[src/rtl/ldiv_pkg.sv]
`timescale 1ns/1ps
package ldiv_pkg;

  function automatic int gcd_f(input int x, input int y);
    int p;
    int q;
    int t;
    p = x;
    q = y;
    while (q != 0) begin
      t = p % q;
      p = q;
      q = t;
    end
    return p;
  endfunction

  function automatic int lcm_f(input int x, input int y);
    return (x / gcd_f(x, y)) * y;
  endfunction

endpackage

[src/rtl/ldiv_rst_sync.sv]
`timescale 1ns/1ps
module ldiv_rst_sync #(
  parameter int STAGES = 2
) (
  input  logic clk_in,
  input  logic arst,
  output logic rst_n
);
  logic [STAGES-1:0] shift_q;
  logic [STAGES-1:0] shift_d;

  always_comb begin
    shift_d = {shift_q[STAGES-2:0], 1'b1};
  end

  always_ff @(posedge clk_in or posedge arst) begin
    if (arst) shift_q <= '0;
    else      shift_q <= shift_d;
  end

  assign rst_n = shift_q[STAGES-1];
endmodule

[src/rtl/ldiv_freeze_cap.sv]
`timescale 1ns/1ps
module ldiv_freeze_cap (
  input  logic clk_in,
  input  logic rst_n,
  input  logic freeze,
  output logic run_en
);
  logic frz_q;

  // Captured on the falling edge, so the run decision settles while clk is low
  always_ff @(negedge clk_in or negedge rst_n) begin
    if (!rst_n) frz_q <= 1'b0;
    else        frz_q <= freeze;
  end

  assign run_en = rst_n & ~frz_q;
endmodule

[src/rtl/ldiv_phase.sv]
`timescale 1ns/1ps
module ldiv_phase #(
  parameter int PERIOD = 12,
  localparam int PW = $clog2(PERIOD)
) (
  input  logic          clk_in,
  input  logic          rst_n,
  input  logic          run_en,
  output logic [PW-1:0] ph_nxt,
  output logic          wrap
);
  localparam logic [PW-1:0] LAST = PW'(PERIOD - 1);

  logic [PW-1:0] ph_q;

  always_comb begin
    wrap   = run_en && (ph_q == LAST);
    ph_nxt = ph_q;
    if (run_en) begin
      if (ph_q == LAST) ph_nxt = '0;
      else              ph_nxt = ph_q + 1'b1;
    end
  end

  // Reset to the last phase: every ratio is low there, and the first step rises
  always_ff @(posedge clk_in or negedge rst_n) begin
    if (!rst_n) ph_q <= LAST;
    else        ph_q <= ph_nxt;
  end
endmodule

[src/rtl/ldiv_output.sv]
`timescale 1ns/1ps
module ldiv_output #(
  parameter int R_LO = 2,
  parameter int R_HI = 4,
  parameter int PW   = 4
) (
  input  logic          clk_in,
  input  logic          rst_n,
  input  logic          run_en,
  input  logic          wrap,
  input  logic [PW-1:0] ph_nxt,
  input  logic          sel,
  output logic          sel_act,
  output logic          clk_out
);
  logic sel_q;
  logic sel_d;
  logic out_q;
  logic out_d;
  logic lvl_lo;
  logic lvl_hi;
  int   ph_i;

  always_comb begin
    ph_i   = int'(ph_nxt);
    lvl_lo = (ph_i % R_LO) < (R_LO / 2);
    lvl_hi = (ph_i % R_HI) < (R_HI / 2);
    // A new ratio is only loaded at the common phase wrap
    sel_d  = wrap ? sel : sel_q;
    out_d  = out_q;
    if (run_en) out_d = sel_d ? lvl_hi : lvl_lo;
  end

  always_ff @(posedge clk_in or negedge rst_n) begin
    if (!rst_n) begin
      sel_q <= 1'b0;
      out_q <= 1'b0;
    end else begin
      sel_q <= sel_d;
      out_q <= out_d;
    end
  end

  assign sel_act = sel_q;
  assign clk_out = out_q;
endmodule

[src/rtl/lockstep_clk_div.sv]
`timescale 1ns/1ps
module lockstep_clk_div #(
  parameter int A_LO        = 2,
  parameter int A_HI        = 4,
  parameter int B_LO        = 4,
  parameter int B_HI        = 6,
  parameter int SYNC_STAGES = 2
) (
  input  logic clk_in,
  input  logic master_rst,
  input  logic freeze,
  input  logic sel_a,
  input  logic sel_b,
  output logic out_a,
  output logic out_b
);
  import ldiv_pkg::*;

  localparam int PERIOD = lcm_f(lcm_f(A_LO, A_HI), lcm_f(B_LO, B_HI));
  localparam int PW     = $clog2(PERIOD);
  localparam int NCH    = 2;
  localparam int RLO [NCH] = '{A_LO, B_LO};
  localparam int RHI [NCH] = '{A_HI, B_HI};

  logic           rst_n_sync;
  logic           run_en;
  logic           wrap;
  logic [PW-1:0]  ph_nxt;
  logic [NCH-1:0] sel_in_v;
  logic [NCH-1:0] sel_act_v;
  logic [NCH-1:0] out_v;

  ldiv_rst_sync #(.STAGES(SYNC_STAGES)) u_rst (
    .clk_in (clk_in),
    .arst   (master_rst),
    .rst_n  (rst_n_sync)
  );

  ldiv_freeze_cap u_frz (
    .clk_in (clk_in),
    .rst_n  (rst_n_sync),
    .freeze (freeze),
    .run_en (run_en)
  );

  ldiv_phase #(.PERIOD(PERIOD)) u_ph (
    .clk_in (clk_in),
    .rst_n  (rst_n_sync),
    .run_en (run_en),
    .ph_nxt (ph_nxt),
    .wrap   (wrap)
  );

  assign sel_in_v = {sel_b, sel_a};

  for (genvar g = 0; g < NCH; g++) begin : g_ch
    ldiv_output #(.R_LO(RLO[g]), .R_HI(RHI[g]), .PW(PW)) u_out (
      .clk_in  (clk_in),
      .rst_n   (rst_n_sync),
      .run_en  (run_en),
      .wrap    (wrap),
      .ph_nxt  (ph_nxt),
      .sel     (sel_in_v[g]),
      .sel_act (sel_act_v[g]),
      .clk_out (out_v[g])
    );
  end

  assign out_a = out_v[0];
  assign out_b = out_v[1];
endmodule

[config.mk]
export PLATFORM = sky130hd
export DESIGN_NAME = lockstep_clk_div
export DESIGN_NICKNAME = d
export VERILOG_FILES = /design/src/rtl/ldiv_pkg.sv /design/src/rtl/ldiv_rst_sync.sv /design/src/rtl/ldiv_freeze_cap.sv /design/src/rtl/ldiv_phase.sv /design/src/rtl/ldiv_output.sv /design/src/rtl/lockstep_clk_div.sv
export SDC_FILE = /design/constraint.sdc
export NUM_CORES = 1
export LEC_CHECK = 0
export ABC_AREA = 1
export BUFFER_PORTS_ARGS = -buffer_cell sky130_fd_sc_hd__buf_2
export CAP_MARGIN = 20
export CORE_MARGIN = 2
export CORE_UTILIZATION = 49
export CTS_CLUSTER_DIAMETER = 100
export DETAILED_ROUTE_END_ITERATION = 10
export MAX_ROUTING_LAYER = met4
export PLACE_DENSITY = 0.72
export SETUP_SLACK_MARGIN = 0.3
export SKIP_CTS_REPAIR_TIMING = 1
export SLEW_MARGIN = 20
export SYNTH_ARGS = -nofsm -noshare
export SYNTH_HDL_FRONTEND = slang
export SYNTH_SLANG_ARGS = --single-unit
[constraint.sdc]
create_clock -name clk_in -period 0.8 [get_ports clk_in]
set_input_delay 0.04 -clock clk_in [delete_from_list [all_inputs] [get_ports clk_in]]
set_output_delay 0.04 -clock clk_in [all_outputs]
set_load 0.05 [all_outputs]
==> impl_metrics.json, run 1 <==
{
  "critPathSlowestCell": "dfrtn_1",
  "dpl.hpwl_mm": 1.20,
  "dp_cells": 127,
  "grt_util_met3_pct": 4.89,
  "vias_per_cell": 4.93,
  "switching_power_mw": 1.58,
  "netlist_instances": 87,
  "drtIter0Drc": 9,
  "regArea_um2": 280,
  "dpl_cell_area_um2": 891,
  "whs_path_depth": 4,
  "portBuffers": 6,
  "critical_path.top_delay_family": "simple AND/OR/NAND/NOR gates",
  "cp_common_cell": "nand2_1",
  "fin_total_pwr_mw": 3.64,
  "crit_start": "u_frz.frz_q$_DFF_NN0_",
  "comb_power_share_pct": 63.9,
  "drive_gt1_share_pct": 53.3,
  "firstDrtPassIters": 4,
  "final_antenna_net_count": 0,
  "drcViolationCount": 0,
  "n_antenna_cell": 0,
  "syn_area_per_cell_um2": 7.59,
  "floorplan.initialDensity_pct": 51.4,
  "grt_start_max_net_pins": 7,
  "grt_pass1_vias": 564,
  "finClkSkew_ns": 0.00582,
  "cts.root.buffer_cell": "clkbuf_4",
  "worstPathCellList": "inv_2 -> nand3_2 -> nor2_2 -> nand2_1 -> nand2_2 -> ha_4 -> nand3b_1 -> nand2_2 -> nor2_1 -> nor2_1 -> nand2_1 -> nand2_1 -> nand2_1",
  "p_leak_nw": 0.515,
  "busiest_layer": "met2",
  "min-delay-start": "sel_b",
  "synth.distinct_cells": 19,
  "slew_violations": 0,
  "p_seq_share_pct": 25.2,
  "groute.usage.overall_pct": 23.0,
  "grt_antenna_before_repair": 0,
  "cp-end-kind": "flip-flop",
  "grt_use_met1_pct": 26.3,
  "routed_wl_mm": 1.64,
  "p_clk_share_pct": 10.9,
  "syn-cell-area_um2": 661,
  "worstSetupStartpointType": "flip-flop",
  "violations": "setup timing",
  "rows": 13,
  "grt_setup_unrepaired": "yes",
  "timing.rr.start": "u_frz.frz_q$_DFF_NN0_",
  "yosysWarnings": 0,
  "synth_nets": 95,
  "drv_cap": 0,
  "fin_ws_ns": -1.43,
  "grt_pass1_wl_mm": 2.30,
  "worstSetupPathType": "flip-flop to flip-flop",
  "cts_tree": "done",
  "worstRegToRegCells": 13,
  "vias": 666,
  "clk_path_buf_depth": 2,
  "io_pins": 7,
  "grt_overflow": 0,
  "core-area_um2": 1280,
  "cp_num_buf_inv": 1,
  "synth_seq_cells": 11,
  "cts.htree.levels": 1,
  "p_int_mw": 2.06,
  "path_clk_slew_ns": 0.07,
  "numCtsBuffers": 3,
  "clk_latency_ns": 0.28,
  "design_area_um2": 1020,
  "power_density_nw_per_um2": 3560,
  "status": "complete, but fails checks",
  "place_ws_ns": -1.38,
  "ys_seq_area_share_pct": 42.2,
  "post-route-util_pct": 79.6,
  "stdcell_count": 135,
  "hold_violations": 0,
  "fill_cells": 85,
  "slowest_delay_ns": 0.38,
  "cp.required_ns": 0.97,
  "finalSetupTns_ns": -6.89,
  "grt_use_met2_pct": 37.3,
  "crit_arrival_ns": 2.40,
  "cp_num_cells": 13,
  "setup_viol": 10,
  "min_path_type": "input port to flip-flop",
  "hold_ws_ns": 0.111,
  "p_sw_share_pct": 43.5,
  "detail_route.wl_per_cell_um": 12.2,
  "fp.dieH_um": 40.7,
  "multi_input_area_um2": 413,
  "syn_to_final_growth_pct": 54.7,
  "nNetsFinal": 129,
  "crit_fanout": 5,
  "ir_drop_mv": 1.97,
  "gp_congestion": 0.784,
  "die_area_um2": 1660,
  "fp.dieW_um": 40.7,
  "cts.sinks": 11
}
routing by layer:
| layer | part of all wire, % | up-vias |
|---|---|---|
| met5 | 0 | - |
| met4 | 1.9 | 0 |
| met3 | 2.2 | 5 |
| met2 | 52 | 7 |
| met1 | 44 | 317 |
| li1 | - | 337 |
cells by family (layout without fill, tap and decap cells):
| family | count (synthesis) | count (layout) | share of synthesized area (%) |
|---|---|---|---|
| simple gates | 55 | 55 | 40.5 |
| buf+inv | 13 | 46 | 7.39 |
| fa+ha+maj | 3 | 3 | 5.68 |
| other cells | 1 | 1 | 0.568 |
| compound gates | 4 | 4 | 3.60 |
| flops | 11 | 11 | 42.2 |
tightest hold or removal path, stage by stage:
cell and delay [ns]:
buf_2 0.07, nand2_1 0.04, nand2_1 0.09, buf_4 0.11
sequential cells by signal, summed over array words and instances (netlist names):
name	flops
g_ch.u_out.clk_out	2
g_ch.u_out.sel_act	2
u_frz.frz_q	1
u_ph.ph_q	4
u_rst.shift_q	2
cells in the final DEF (no fill, tap or decap), types with 3 or more instances in the layout:
cell type  instances
inv_1              8
nand3_2            7
clkbuf_4           3
inv_2              5
buf_4             18
dfrtp_1            6
nor2_4             3
nand2_1           23
buf_6              4
nand2_2            8
nor2_1             6
ha_4               3
buf_2              5
dfstp_2            3
layout make-up:
| class | count | area share, % |
|---|---|---|
| multi-input combinational | 63 | 40.4 |
| sequential | 11 | 27.4 |
| timing repair buffer | 29 | 23.0 |
| inverter | 13 | 4.77 |
| clock buffer | 4 | 2.57 |
| tap | 15 | 1.84 |
power groups by stage:
stage               clock (mW)  sequential, mW  combinational (mW)
floorplan                    0            1.08               0.984
detailed placement           0           0.901                1.85
global placement             0           0.888                1.78
global route             0.428           0.941                2.56
finish                   0.397           0.916                2.32
CTS                      0.402           0.891                1.87
synth_stat cells:
cell type | count | area share, %
a21oi_1 | 1 | 0.76
dfstp_2 | 3 | 12
nand2_2 | 3 | 2.8
nand3_1 | 7 | 5.3
o21ai_0 | 2 | 1.5
inv_1 | 9 | 5.1
inv_2 | 4 | 2.3
conb_1 | 1 | 0.57
o21ai_2 | 1 | 1.3
dfrtp_1 | 7 | 27
nand2_1 | 28 | 16
nand4_1 | 2 | 1.9
nor2_4 | 3 | 5.1
nand3b_1 | 1 | 1.1
nor2_1 | 8 | 4.5
nor3_1 | 1 | 0.76
nand3_2 | 2 | 3.0
dfrtn_1 | 1 | 3.8
ha_1 | 3 | 5.7
final timing paths:
kind	endpoint	slack, ns
max	g_ch[1].u_out.clk_out$_DFFE_PN0N_	-1.43
min	g_ch[1].u_out.sel_act$_DFF_PN0_	0.11
max reg2reg	g_ch[1].u_out.clk_out$_DFFE_PN0N_	-1.43
min reg2reg	g_ch[1].u_out.sel_act$_DFF_PN0_	0.25
max in group asynchronous	u_frz.frz_q$_DFF_NN0_	0.26
min in group asynchronous	u_rst.shift_q[1]$_DFF_PP0_	0.15
Power figures use the tool's default switching activity.
==> run 2: changes to the inputs <==
--- a/config.mk
+++ b/config.mk
@@ -9,11 +9,11 @@
 export BUFFER_PORTS_ARGS = -buffer_cell sky130_fd_sc_hd__buf_2
 export CAP_MARGIN = 20
 export CORE_MARGIN = 2
-export CORE_UTILIZATION = 49
+export CORE_UTILIZATION = 40
 export CTS_CLUSTER_DIAMETER = 100
 export DETAILED_ROUTE_END_ITERATION = 10
 export MAX_ROUTING_LAYER = met4
-export PLACE_DENSITY = 0.72
+export PLACE_DENSITY = 0.61
 export SETUP_SLACK_MARGIN = 0.3
 export SKIP_CTS_REPAIR_TIMING = 1
 export SLEW_MARGIN = 20
==> impl_metrics.json, run 2 (synthesized netlist as in run 1, its figures left out) <==
{
  "critPathSlowestCell": "dfrtn_1",
  "switching_power_mw": 1.54,
  "dp_cells": 132,
  "cts.root.buffer_cell": "clkbuf_4",
  "vias_per_cell": 4.78,
  "grt_pass1_wl_mm": 2.53,
  "clk_latency_ns": 0.28,
  "fill_cells": 113,
  "fp.dieW_um": 44.6,
  "grt_antenna_before_repair": 0,
  "regToRegSetupSlack_ns": -1.34,
  "clk_path_buf_depth": 2,
  "p_sw_share_pct": 42.6,
  "final_antenna_net_count": 0,
  "crit_fanout": 5,
  "grt_use_met1_pct": 21.2,
  "rows": 14,
  "min_to": "g_ch[1].u_out.sel_act$_DFF_PN0_",
  "gp_congestion": 0.858,
  "hold_ws_ns": 0.0990,
  "io_pins": 7,
  "power_density_nw_per_um2": 3280,
  "grt_start_max_net_pins": 8,
  "timing.rr.start": "u_frz.frz_q$_DFF_NN0_",
  "drtIter0Drc": 17,
  "syn_to_final_growth_pct": 67.2,
  "finClkSkew_ns": 0.0117,
  "portBuffers": 6,
  "stdcell_count": 145,
  "whs_path_depth": 4,
  "grt_util_met3_pct": 3.67,
  "p_leak_nw": 0.572,
  "p_seq_share_pct": 24.8,
  "grt_use_met2_pct": 31.0,
  "post-route-util_pct": 72.5,
  "largest_reg_flops": 4,
  "routed_wl_mm": 1.64,
  "crit_arrival_ns": 2.32,
  "cp.required_ns": 0.98,
  "fin_ws_ns": -1.34,
  "final_cell_mix": "22 x nand2_1, 22 x buf_4, 9 x inv_1, 9 x buf_6, 8 x nand2_2",
  "top_register": "u_ph.ph_q",
  "numCtsBuffers": 3,
  "slew_violations": 0,
  "nNetsFinal": 138,
  "vias": 693,
  "slowest_delay_ns": 0.46,
  "drive_gt1_share_pct": 55.8,
  "cp_common_cell": "nand2_1",
  "grt_overflow": 0,
  "min-delay-start": "sel_b",
  "drv_cap": 0,
  "design_area_um2": 1100,
  "cts_tree": "done",
  "die_area_um2": 1990,
  "path_clk_slew_ns": 0.09,
  "fp.dieH_um": 44.6,
  "groute.usage.overall_pct": 18.1,
  "setup_viol": 10,
  "cts.htree.levels": 1,
  "fin_total_pwr_mw": 3.62,
  "r2r-end": "g_ch[1].u_out.clk_out$_DFFE_PN0N_",
  "worstPathCellList": "inv_2 -> nand3_2 -> nor2_2 -> nand2_1 -> nand2_2 -> ha_1 -> nand3b_1 -> nand2_1 -> nor2_1 -> nor2_1 -> nand2_1 -> nand2_1 -> nand2_1",
  "worstSetupStartpointType": "flip-flop",
  "busiest_layer": "met2",
  "detail_route.wl_per_cell_um": 11.3,
  "dpl_cell_area_um2": 910,
  "drcViolationCount": 0,
  "floorplan.initialDensity_pct": 43.3,
  "min_path_type": "input port to flip-flop",
  "p_int_mw": 2.08,
  "p_clk_share_pct": 11.1,
  "ir_drop_mv": 2.05,
  "worstRegToRegCells": 13,
  "cp-end-kind": "flip-flop",
  "core-area_um2": 1520,
  "grt_pass1_vias": 642,
  "cts.sinks": 11,
  "worstSetupPathType": "flip-flop to flip-flop",
  "dpl.hpwl_mm": 1.17,
  "status": "complete, but fails checks",
  "violations": "setup timing",
  "n_antenna_cell": 0,
  "firstDrtPassIters": 4,
  "comb_power_share_pct": 64.1,
  "hold_violations": 0,
  "grt_setup_unrepaired": "yes"
}
[run 2: cell types whose count changed in the layout (fill, tap and decap cells not counted), moves of 2 or more]
cell	previous run	this run
ha_4	3	1
buf_6	4	9
nand3_2	7	5
buf_4	18	22
buf_8	0	2
nand3_1	2	4
[run 2: how the worst max path moves through the flow]
stage                                                    to  slack (ns)                   from
after floorplan           g_ch[1].u_out.clk_out$_DFFE_PN0N_       -1.21  u_frz.frz_q$_DFF_NN0_
after detailed placement  g_ch[1].u_out.clk_out$_DFFE_PN0N_       -1.35  u_frz.frz_q$_DFF_NN0_
after global placement    g_ch[1].u_out.clk_out$_DFFE_PN0N_       -1.29  u_frz.frz_q$_DFF_NN0_
final                     g_ch[1].u_out.clk_out$_DFFE_PN0N_       -1.34  u_frz.frz_q$_DFF_NN0_
after global routing      g_ch[1].u_out.clk_out$_DFFE_PN0N_       -1.46  u_frz.frz_q$_DFF_NN0_
after CTS                 g_ch[1].u_out.clk_out$_DFFE_PN0N_       -1.35  u_frz.frz_q$_DFF_NN0_
[run 2: area by class of cell]
class	count	area (um^2)	share of cell area, %
repair buffers	38	327	29.6
clock inverters	1	5.00	0.453
multi-input cells	63	402	36.4
well taps	16	20.0	1.81
flip-flops and latches	11	280	25.4
inverters	13	48.8	4.42
clock buffers	3	22.5	2.04
[run 2: routing by layer]
| metal | wire (um) | share of wire (%) |
|---|---|---|
| met5 | 0 | 0 |
| met4 | 17 | 1.0 |
| met3 | 39 | 2.4 |
| met2 | 802 | 49 |
| met1 | 785 | 48 |
[run 2: power groups by stage]
stage	clock network, mW	registers, mW	logic, mW
2_1_floorplan	0	1.08	0.984
3_3_place_gp	0	0.888	1.87
3_5_place_dp	0	0.900	1.91
4_1_cts	0.399	0.889	1.93
5_1_grt	0.429	0.925	2.53
6_report	0.400	0.900	2.32
[run 2: critical path: cells and delay by family (launching register included)]
family,cells,cell delay (ns)
buf+inv,1,0.08
simple gates,11,0.82
fa+ha+maj,1,0.28
flops,1,0.46
[run 2: through the flow]
stage | worst slack, ns | TNS [ns]
3_5_place_dp | -1.35 | -7.09
4_1_cts | -1.35 | -7.44
6_report | -1.34 | -7.47
2_1_floorplan | -1.21 | -4.97
3_3_place_gp | -1.29 | -6.88
5_1_grt | -1.46 | -8.02
==> run 3: changes to the inputs <==
==> constraint.sdc (replaced) <==
create_clock -name clk_in -period 0.8 [get_ports clk_in]
set_input_delay 0.04 -clock clk_in [delete_from_list [all_inputs] [get_ports clk_in]]
set_output_delay 0.04 -clock clk_in [all_outputs]
set_load 0.1 [all_outputs]
==> impl_metrics.json, run 3 (synthesized netlist as in run 1, its figures left out) <==
{
  "status": "complete, but fails checks",
  "violations": "hold timing, setup timing",
  "switching_power_mw": 1.69,
  "drive_gt1_share_pct": 55.2,
  "p_leak_nw": 0.543,
  "clk_latency_ns": 0.28,
  "p_seq_share_pct": 25.1,
  "grt_antenna_before_repair": 0,
  "vias": 679,
  "cp.required_ns": 0.97,
  "hold_ws_ns": -0.0140,
  "crit_fanout": 5,
  "grt_pass1_wl_mm": 2.65,
  "worstSetupStartpointType": "flip-flop",
  "slew_violations": 0,
  "top_register": "u_ph.ph_q",
  "grt_setup_unrepaired": "yes",
  "cts_tree": "done",
  "comb_power_share_pct": 64.6,
  "finClkSkew_ns": 0.00544,
  "cts.htree.levels": 1,
  "cts.sinks": 11,
  "cp-end-kind": "flip-flop",
  "final_antenna_net_count": 0,
  "syn_to_final_growth_pct": 64.0,
  "regToRegSetupSlack_ns": -1.33,
  "firstDrtPassIters": 3,
  "path_clk_slew_ns": 0.07,
  "io_pins": 7,
  "dpl.hpwl_mm": 1.24,
  "p_int_mw": 2.15,
  "grt_overflow": 0,
  "grt_start_max_net_pins": 8,
  "dp_cells": 129,
  "groute.usage.overall_pct": 19.0,
  "drv_cap": 0,
  "setup_viol": 10,
  "n_antenna_cell": 0,
  "floorplan.initialDensity_pct": 43.3,
  "worstSetupPathType": "flip-flop to flip-flop",
  "detail_route.wl_per_cell_um": 10.9,
  "p_clk_share_pct": 10.3,
  "drtIter0Drc": 9,
  "drcViolationCount": 0,
  "post-route-util_pct": 71.1,
  "fp.dieW_um": 44.6,
  "p_sw_share_pct": 44.0,
  "fp.dieH_um": 44.6,
  "gp_congestion": 0.862,
  "rows": 14,
  "die_area_um2": 1990,
  "min_path_type": "input port to flip-flop",
  "stdcell_count": 141,
  "routed_wl_mm": 1.53,
  "crit_arrival_ns": 2.31,
  "nNetsFinal": 134,
  "cts.root.buffer_cell": "clkbuf_4",
  "core-area_um2": 1520,
  "largest_reg_flops": 4,
  "fin_ws_ns": -1.33,
  "numCtsBuffers": 3,
  "final_common_cell": "buf_4",
  "finalSetupTns_ns": -7.30,
  "clk_path_buf_depth": 2,
  "portBuffers": 6,
  "vias_per_cell": 4.82,
  "ir_drop_mv": 2.32,
  "final_cell_mix": "23 x buf_4, 22 x nand2_1, 8 x inv_1, 8 x nand2_2, 7 x nor2_1",
  "hold_violations": 1,
  "power_density_nw_per_um2": 3550,
  "grt_pass1_vias": 644
}
[run 3: cell count changes in the layout (fill, tap and decap cells not counted), sizes merged]
cell / change
buf: -4
[run 3: metrics by stage]
| step | worst slack, ns | power, mW | instance area [um^2] |
|---|---|---|---|
| after global placement | -1.28 | 3.03 | 925 |
| after floorplan | -1.21 | 2.29 | 694 |
| after global routing | -1.47 | 4.13 | 1080 |
| final | -1.33 | 3.84 | 1080 |
| after detailed placement | -1.36 | 3.09 | 925 |
| after CTS | -1.37 | 3.49 | 952 |
[run 3: layer usage]
metal  track usage [%]  vias to the layer above  wire length (um)
met1              23.6                      313               660
met2              30.7                       12               785
li1                  -                      349                 -
met5                 -                        -                 0
met3              2.86                        5                43
met4              7.88                        0                43
[run 3: final timing paths]
kind,endpoint,cells after the start,startpoint
min in group asynchronous,u_rst.shift_q[0]$_DFF_PP0_,3,master_rst
setup / recovery,g_ch[1].u_out.clk_out$_DFFE_PN0N_,13,u_frz.frz_q$_DFF_NN0_
hold reg to reg,g_ch[0].u_out.sel_act$_DFF_PN0_,2,u_rst.shift_q[1]$_DFF_PP0_
max in group asynchronous,u_frz.frz_q$_DFF_NN0_,2,u_rst.shift_q[1]$_DFF_PP0_
setup reg to reg,g_ch[1].u_out.clk_out$_DFFE_PN0N_,13,u_frz.frz_q$_DFF_NN0_
hold / removal,g_ch[0].u_out.sel_act$_DFF_PN0_,3,sel_a
[run 3: critical path: stages (launching register included)]
cell      delay, ns
dfrtn_1        0.47
inv_2          0.08
buf_4          0.13
nand4_1        0.05
nand3_1        0.08
nand2_2        0.08
ha_1           0.22
nand3b_1       0.15
nand2_1        0.09
nor2_1         0.05
nor2_1         0.07
nand2_1        0.05
nand2_1        0.05
nand2_1        0.04
[run 3: power by group through the flow]
stage	clock, mW	sequential (mW)	combinational (mW)
finish	0.394	0.965	2.48
global route	0.417	0.990	2.72
CTS	0.397	0.951	2.14
detailed placement	0	0.962	2.13
global placement	0	0.949	2.08
floorplan	0	1.31	0.984
[run 3: area by class of cell]
type                    count  area, um^2
fillers                   120         440
multi-input cells          63         412
flip-flops and latches     11         288
repair buffers             34         288
inverters                  13        48.8
clock buffers               3        22.5
well taps                  16        20.0
clock inverters             1        5.00
